[src/rtl/lrsc_pkg.sv]
package lrsc_pkg;

    localparam int unsigned INSN_W = 32;
    localparam logic [5:0]  PRIMARY_OP    = 6'd31;
    localparam logic [9:0]  XO_STORE_COND = 10'd150;
    localparam logic [9:0]  XO_LOAD_RES   = 10'd20;

    typedef enum logic [1:0] {
        KIND_NONE       = 2'd0,
        KIND_LOAD_RES   = 2'd1,
        KIND_STORE_COND = 2'd2
    } req_kind_e;

    typedef struct packed {
        req_kind_e kind;
        logic      base_is_zero;
    } decode_t;

    typedef struct packed {
        logic lt;
        logic gt;
        logic eq;
        logic so;
    } cond_t;

    function automatic decode_t decode_word(input logic [INSN_W-1:0] w);
        decode_t d;
        d.base_is_zero = (w[20:16] == 5'd0);
        if (w[31:26] == PRIMARY_OP && w[10:1] == XO_STORE_COND && w[0])
            d.kind = KIND_STORE_COND;
        else if (w[31:26] == PRIMARY_OP && w[10:1] == XO_LOAD_RES && !w[0])
            d.kind = KIND_LOAD_RES;
        else
            d.kind = KIND_NONE;
        return d;
    endfunction

endpackage

[src/rtl/lrsc_decode.sv]
module lrsc_decode
    import lrsc_pkg::*;
#(
    parameter int unsigned XLEN = 32
) (
    input  logic [INSN_W-1:0] instr,
    input  logic [XLEN-1:0]   opnd_a,
    input  logic [XLEN-1:0]   opnd_b,
    output req_kind_e         kind,
    output logic [XLEN-1:0]   eff_addr
);

    decode_t dec;

    always_comb begin
        dec      = decode_word(instr);
        kind     = dec.kind;
        eff_addr = dec.base_is_zero ? opnd_b : (opnd_a + opnd_b);
    end

endmodule

[src/rtl/lrsc_resv.sv]
module lrsc_resv #(
    parameter int unsigned WORD_W = 30
) (
    input  logic              clk,
    input  logic              rst,
    input  logic              set_en,
    input  logic [WORD_W-1:0] set_word,
    input  logic              clr_en,
    input  logic              snoop_valid,
    input  logic [WORD_W-1:0] snoop_word,
    output logic              res_valid,
    output logic [WORD_W-1:0] res_word,
    output logic              live
);

    logic hit_held;
    logic hit_new;

    always_comb begin
        hit_held = snoop_valid && (snoop_word == res_word);
        hit_new  = snoop_valid && (snoop_word == set_word);
        live     = res_valid && !hit_held;
    end

    always_ff @(posedge clk) begin
        if (rst) begin
            res_valid <= 1'b0;
            res_word  <= '0;
        end else if (set_en) begin
            res_valid <= !hit_new;
            res_word  <= set_word;
        end else if (clr_en || hit_held) begin
            res_valid <= 1'b0;
        end
    end

    AST_SC_DROPS_RESV: assert property (@(posedge clk) disable iff (rst)
        clr_en |=> !res_valid);

    AST_SNOOP_KILLS_RESV: assert property (@(posedge clk) disable iff (rst)
        (!set_en && snoop_valid && snoop_word == res_word) |=> !res_valid);

    AST_LR_TAKES_WORD: assert property (@(posedge clk) disable iff (rst)
        (set_en && !(snoop_valid && snoop_word == set_word))
        |=> (res_valid && res_word == $past(set_word)));

endmodule

[src/rtl/lrsc_unit.sv]
module lrsc_unit
    import lrsc_pkg::*;
#(
    parameter int unsigned XLEN = 32
) (
    input  logic              clk,
    input  logic              rst,
    input  logic              req_valid,
    input  logic [INSN_W-1:0] req_instr,
    input  logic [XLEN-1:0]   opnd_a,
    input  logic [XLEN-1:0]   opnd_b,
    input  logic [XLEN-1:0]   opnd_s,
    input  logic              so_in,
    input  logic              snoop_valid,
    input  logic [XLEN-3:0]   snoop_word,
    output logic              mem_rd_en,
    output logic              mem_wr_en,
    output logic [XLEN-1:0]   mem_addr,
    output logic [XLEN-1:0]   mem_wdata,
    input  logic [XLEN-1:0]   mem_rdata,
    output logic              done,
    output logic              cr_we,
    output logic [3:0]        cr_field,
    output logic [XLEN-1:0]   ld_data,
    output logic              misaligned
);

    localparam int unsigned WORD_W = XLEN - 2;

    typedef struct packed {
        logic            valid;
        req_kind_e       kind;
        logic [XLEN-1:0] addr;
        logic [XLEN-1:0] data;
        logic            so;
    } stage_t;

    req_kind_e       dec_kind;
    logic [XLEN-1:0] dec_addr;
    stage_t          stg;
    logic            is_sc;
    logic            is_lr;
    logic            res_valid;
    logic [WORD_W-1:0] res_word;
    logic            live;
    cond_t           cond;

    lrsc_decode #(.XLEN(XLEN)) u_decode (
        .instr    (req_instr),
        .opnd_a   (opnd_a),
        .opnd_b   (opnd_b),
        .kind     (dec_kind),
        .eff_addr (dec_addr)
    );

    always_ff @(posedge clk) begin
        if (rst) begin
            stg <= '0;
        end else begin
            stg.valid <= req_valid && (dec_kind != KIND_NONE);
            stg.kind  <= dec_kind;
            stg.addr  <= dec_addr;
            stg.data  <= opnd_s;
            stg.so    <= so_in;
        end
    end

    always_comb begin
        is_sc = stg.valid && (stg.kind == KIND_STORE_COND);
        is_lr = stg.valid && (stg.kind == KIND_LOAD_RES);
    end

    lrsc_resv #(.WORD_W(WORD_W)) u_resv (
        .clk         (clk),
        .rst         (rst),
        .set_en      (is_lr),
        .set_word    (stg.addr[XLEN-1:2]),
        .clr_en      (is_sc),
        .snoop_valid (snoop_valid),
        .snoop_word  (snoop_word),
        .res_valid   (res_valid),
        .res_word    (res_word),
        .live        (live)
    );

    always_comb begin
        cond.lt    = 1'b0;
        cond.gt    = 1'b0;
        cond.eq    = is_sc && live;
        cond.so    = stg.so;
        mem_wr_en  = is_sc && live;
        mem_rd_en  = is_lr;
        mem_addr   = stg.addr;
        mem_wdata  = stg.data;
        done       = stg.valid;
        cr_we      = is_sc;
        cr_field   = cr_we ? cond : 4'b0000;
        ld_data    = is_lr ? mem_rdata : '0;
        misaligned = stg.valid && (stg.addr[1:0] != 2'b00);
    end

    AST_DONE_AFTER_ACCEPT: assert property (@(posedge clk) disable iff (rst)
        done |-> $past(req_valid));

    AST_WRITE_NEEDS_RESV: assert property (@(posedge clk) disable iff (rst)
        mem_wr_en |-> (res_valid && cr_we));

    AST_SNOOP_BEATS_STORE: assert property (@(posedge clk) disable iff (rst)
        (cr_we && snoop_valid && snoop_word == res_word) |-> !mem_wr_en);

    AST_NO_RW_OVERLAP: assert property (@(posedge clk) disable iff (rst)
        !(mem_wr_en && mem_rd_en));

endmodule

[config.mk]
export PLATFORM = sky130hd
export DESIGN_NAME = lrsc_unit
export DESIGN_NICKNAME = d
export VERILOG_FILES = /design/src/rtl/lrsc_pkg.sv /design/src/rtl/lrsc_decode.sv /design/src/rtl/lrsc_resv.sv /design/src/rtl/lrsc_unit.sv
export SDC_FILE = /design/constraint.sdc
export NUM_CORES = 1
export LEC_CHECK = 0
export ABC_AREA = 1
export BUFFER_PORTS_ARGS = -buffer_cell sky130_fd_sc_hd__buf_2
export CAP_MARGIN = 20
export CORE_UTILIZATION = 45
export CTS_CLUSTER_DIAMETER = 50
export CTS_CLUSTER_SIZE = 12
export DETAILED_ROUTE_END_ITERATION = 7
export GPL_TIMING_DRIVEN = 0
export MAX_ROUTING_LAYER = met4
export PLACE_DENSITY = 0.89
export SLEW_MARGIN = 20
export SYNTH_ARGS = -nofsm -noshare
export SYNTH_HDL_FRONTEND = slang
export SYNTH_SLANG_ARGS = --single-unit
[constraint.sdc]
create_clock -name clk -period 1.5 [get_ports clk]
set_input_delay 0.15 -clock clk [delete_from_list [all_inputs] [get_ports clk]]
set_output_delay 0.15 -clock clk [all_outputs]
set_load 0.1 [all_outputs]
After elaboration in Yosys (flattened, before gate mapping)
Cells that the tools add are included.
Operators by class
  add/sub/neg operators: 1
  eq/ne operators: 7
  mux-type cells: 7
  reduce and logical (&&, ||, !) cells: 20
Operators with widths (count)
  32-bit 2-to-1 mux: 2
  30-bit == test: 2
  32-bit adder: 1
  1-bit logical AND: 12
  10-bit by 5-bit == test with 1-bit output (second input constant): 1
  10-bit by 8-bit == test with 1-bit output (second input constant): 1
  6-bit by 5-bit == test with 1-bit output (second input constant): 1
  2-bit nonzero test: 3
  5-bit zero test: 1
  2-bit 2-to-1 mux: 2
  1-bit zero test: 3
  1-bit 2-to-1 mux: 3
  2-bit by 1-bit == test with 1-bit output (second input constant): 1
  2-bit == test (second input constant): 1
  1-bit logical OR: 1
Word-level totals
  flip-flop bits (word level): 99
  word-level logic and storage cells: 42
  bits of input ports: 195

Longest topological paths before layout
  word-level depth: 7
  mapped depth: 13
  mapped depth without buffers: 13

Cells and area by module
From an unflattened synthesis, not the netlist that was laid out.
Unflattened totals
  cells, all modules: 1295
  area total of the unflattened synthesis: 7661.1 um^2
Modules (own cells, without submodules)
  lrsc_decode: instances 1, seq. area each 0.0 um^2, cells an instance 589, area an instance 2803.9 um^2
  lrsc_unit: instances 1, seq. area each 1361.3 um^2, cells an instance 359, area an instance 2780.2 um^2
  lrsc_resv: instances 1, seq. area each 620.6 um^2, cells an instance 347, area an instance 2077.0 um^2

Least setup slack after synthesis
Ideal clock, no wire load.
  path type: flip-flop to output port
  from: reg stg (netlist bit done)
  to: out cr_field[1]
  data required time: 1350 ps
  buffers on the path: 1
  stages on the path, launching flop included: 6
  arrival: 5336 ps
  path slack: -3986 ps
  path through: dfxtp_1 -> inv_1 -> nor3_1 -> inv_1 -> nor2_1 -> buf_4
Between the ends
  longest elaborated chain between the ends: 3
RTL lines
  start: declaration: line lrsc_unit.sv:40  | stage_t stg;
  1-bit logical AND: line lrsc_unit.sv:69  | is_sc = stg.valid && (stg.kind == KIND_STORE_COND);
  named net cr_we: line lrsc_unit.sv:22  | output logic cr_we,
  1-bit logical AND
  named net mem_wr_en: line lrsc_unit.sv:17  | output logic mem_wr_en,
  2-bit 2-to-1 mux: line lrsc_unit.sv:97  | cr_field = cr_we ? cond : 4'b0000;
  end: declaration: line lrsc_unit.sv:23  | output logic [3:0] cr_field,
The timed path passes the listed nets, and every way through them passes these cells.

Worst setup path after layout
  from: reg u_resv.res_word[0]
  to: out cr_field[1]
Between the ends
  longest elaborated chain between the ends: 6
RTL lines
  start: declaration: line lrsc_resv.sv:12  | output logic [WORD_W-1:0] res_word,
  start signal: assignment: line lrsc_resv.sv:31  | res_word <= set_word;
  30-bit == test: line lrsc_resv.sv:20  | hit_held = snoop_valid && (snoop_word == res_word);
  1-bit logical AND: line lrsc_resv.sv:20
  1-bit zero test: line lrsc_resv.sv:22  | live = res_valid && !hit_held;
  1-bit logical AND: line lrsc_resv.sv:22
  1-bit logical AND: line lrsc_unit.sv:89  | cond.eq = is_sc && live;
  2-bit 2-to-1 mux: line lrsc_unit.sv:97
No other way between the ends.

==> impl_metrics.toml <==
[cts]
cts_root_buffer = "clkbuf_16"
clock_sinks = 99
cts_max_level = 3
cts.path.max_buffers = 2
cts_tree = "yes"
cts.clk_slew.worst_paths_ns = 0.07
numCtsBuffers = 9
clk_latency_ns = 0.35

[yosys]
syn_inst = 1249
synth_area_leaders = "dfxtp_1 27%, nand2_1 15%, inv_1 13%"
synth_top_area_share_pct = 26.6
synth_fa_ha_area_share_pct = 5.47
synthTopCellsByCount = "304 x nand2_1, 257 x inv_1, 190 x nor2_1, 99 x dfxtp_1, 68 x buf_4"
yosysMostFrequentCell = "nand2_1"
synth_ff_type = "dfxtp_1"
yosysSeqAreaShare_pct = 26.6
synth-xor-area-share_pct = 3.99
syn_area_per_cell_sq_um = 5.98
synth_compound_area_share_pct = 8.00
yosys.area.top_type = "dfxtp_1"
synth_warnings = 0
synth_edf_count = 0
synth_area_sq_um = 7460
synth.distinct_cells = 39
synth_top_family_by_area = "simple AND/OR/NAND/NOR gates"
synthMuxAreaShare_pct = 0
synthSimpleGateAreaFrac_pct = 34.1
ys_async_sr_fraction_pct = 0
synth-seq-cells = 99

[route]
drtAntennaViolNets = 0
finalWirelength_microns = 26100
vias_per_cell = 4.78
drtPass1Iterations = 5
vias = 8615
drtIter0Drc = 608
avgRoutedWirePerCell_microns = 14.5
drt_drc_violations_left = 0

[run_status]
violations = "negative hold slack, negative setup slack"
status = "finished with violations"

[global_route]
grt_first_pass_wirelength_microns = 37800
grt_overflow_total = 0
antenna_found_initial = 3
grt_usage_pct = 29.8
grt_pass1_vias = 7954
grt_start_max_net_pins = 18

[sta]
setup_viol = 35
rsz0062_at_grt = "yes"
clock_skew_ns = 0.00709
min_period_ns = 1.91
period_share_pct = 127
setup_slack_ns = -0.406
worst-slew-pin-transition_ns = 0.584
fmax_mhz = 525
finalHoldViolations = 1
slew_viol_final = 0
slew_headroom_pct = 61.0
hold_slack_ns = -0.00298

[worst_setup_path]
r2r_cells = 9
slowest_delay_ns = 0.33
rrSetupSlack_ns = 0.12
cp-startpoint = "u_resv.res_word[0]"
r2r-start = "done"
crit_buf_inv = 3
crit_chain = "inv_1, nand2_1, nand3_2, nor3_2, nand2_1, nor2_1, nand2_2, nand2_2, nor2_4, buf_12, buf_16"
critPathRequiredTime_ns = 1.35
crit_end = "cr_field[1]"
startpoint_type = "flop"
critPathCaptureType = "output port"
crit_type = "reg -> out"
path_depth = 11
path_max_fanout = 2
r2r_end = "u_resv.res_valid"
slowest_stage = "dfxtp_2"
crit_arrival_ns = 1.76
cp_top_family = "simple AND/OR/NAND/NOR gates"

[cells_and_area]
area.growth.synth_to_final_pct = 48.9
drive_gt1_share_pct = 35.0
final_util_pct = 69.2
fin_nets = 1804
fillers = 1319

[placed_design]
dp_slack_ns = -0.391
finalWeightedCongestion = 0.999
portBuffers = 286
post-dp-hpwl_microns = 20100

[pwr]
powerDensity_nw_per_um2 = 809
ir_worst_vdd_mv = 0.530
total_power_w = 0.00899
leakage_nw = 6.21

[floorplanning]
rows = 46
fp.coreArea_sq_um = 16100
io-pin-count = 300
dieArea_sq_um = 17100
die_w_microns = 131
dieHeight_microns = 131
start_util_pct = 46.5

[flow_run]
drv_cap = 0

[hold_path]
hold_class = "in -> reg"
worst min-delay path, delay by kind of cell:
kind          cells  cell delay [ns]
simple gates      1             0.03
buf+inv           2             0.14
flip-flops by register name, indices dropped and copies added, names as in the netlist:
register and count:
cond 1, done 1, mem_addr 32, mem_wdata 32
stg 2, u_resv.res_valid 1, u_resv.res_word 30
through the flow:
| stage | instances | setup TNS, ns | cell area [sq um] |
|---|---|---|---|
| final | 1802 | -4.04 | 11100 |
| after global routing | 1801 | -5.40 | 11100 |
| after CTS | 1784 | -8.88 | 10500 |
| after detailed placement | 1752 | -15.13 | 9520 |
| after global placement | 1752 | -13.29 | 9520 |
| after floorplan | 1250 | -11.82 | 7820 |
cell usage in the layout (no fill, tap or decap), drive strengths merged, types with 2 or more instances in the layout:
cell type,Yosys,layout
conb,1,2
nor4,2,2
nand4,15,15
or2,6,6
nand3,51,51
xnor2,16,16
nor3,14,14
nand3b,2,2
o21bai,4,4
dfxtp,99,99
nor2,196,196
nand2,321,321
o21ai,51,51
and2,2,2
o22ai,5,5
dlygate4sd3,0,15
inv,267,270
diode,0,4
bufinv,0,2
clkbuf,17,31
a21oi,49,49
buf,75,372
ha,31,31
xor2,18,18
cell families (layout without fill, tap and decap cells):
| group | after synthesis | count (layout) |
|---|---|---|
| other | 1 | 6 |
| AND/OR/NAND/NOR | 610 | 610 |
| AO/OA/AOI/OAI | 113 | 113 |
| flip-flops | 99 | 99 |
| XOR/XNOR | 34 | 34 |
| adder cells (fa/ha/maj) | 32 | 32 |
| buffers and inverters | 360 | 692 |
worst min path at each step:
stage	cells past startpoint	slack, ns	to	start
final	3	-0.003	mem_wdata[12]	opnd_s[12]
after global routing	3	0.009	mem_wdata[12]	opnd_s[12]
after CTS	3	0.0004	mem_wdata[26]	opnd_s[26]
after detailed placement	3	0.36	mem_wdata[0]	opnd_s[0]
after global placement	3	0.35	mem_wdata[30]	opnd_s[30]
after floorplan	2	0.26	cond[0]	so_in
final cells by class:
cell class                      count  area, sq um  area share, %
Antenna cell                        4         10.0         0.0901
Multi-Input combinational cell    791         4430           39.8
Sequential cell                    99         2000           18.0
Inverter                          267         1010           9.09
Buffer                             91          726           6.53
Clock buffer                       10          229           2.06
Timing Repair Buffer              318         2340           21.1
Clock inverter                      6         96.3          0.867
Tap cell                          216          270           2.43
repair_timing:
| action | 4_1_cts | 5_1_grt |
|---|---|---|
| setup buffers | 1 | 13 |
| cloned | 0 | 3 |
| endpoints found under the hold margin | 15 | 0 |
| gates resized for setup | 144 | 109 |
| setup endpoints to repair | 57 | 64 |
| hold buffers | 15 | 0 |
| pin swaps | 16 | 21 |
power by group:
part           switching [W]  internal (W)
Clock                0.00107       0.00149
Sequential          0.000136       0.00278
Combinational        0.00244       0.00107
Total                0.00364       0.00534
metal layers:
metal  track usage, %  share of wire (%)  vias up
met2             53.4                 51      388
met4             15.8                5.0        0
met3             4.03                7.1       90
met5                -                  0        -
met1             31.9                 37     3805
li1                 -                  -     4332
Power figures use the tool's default switching activity.
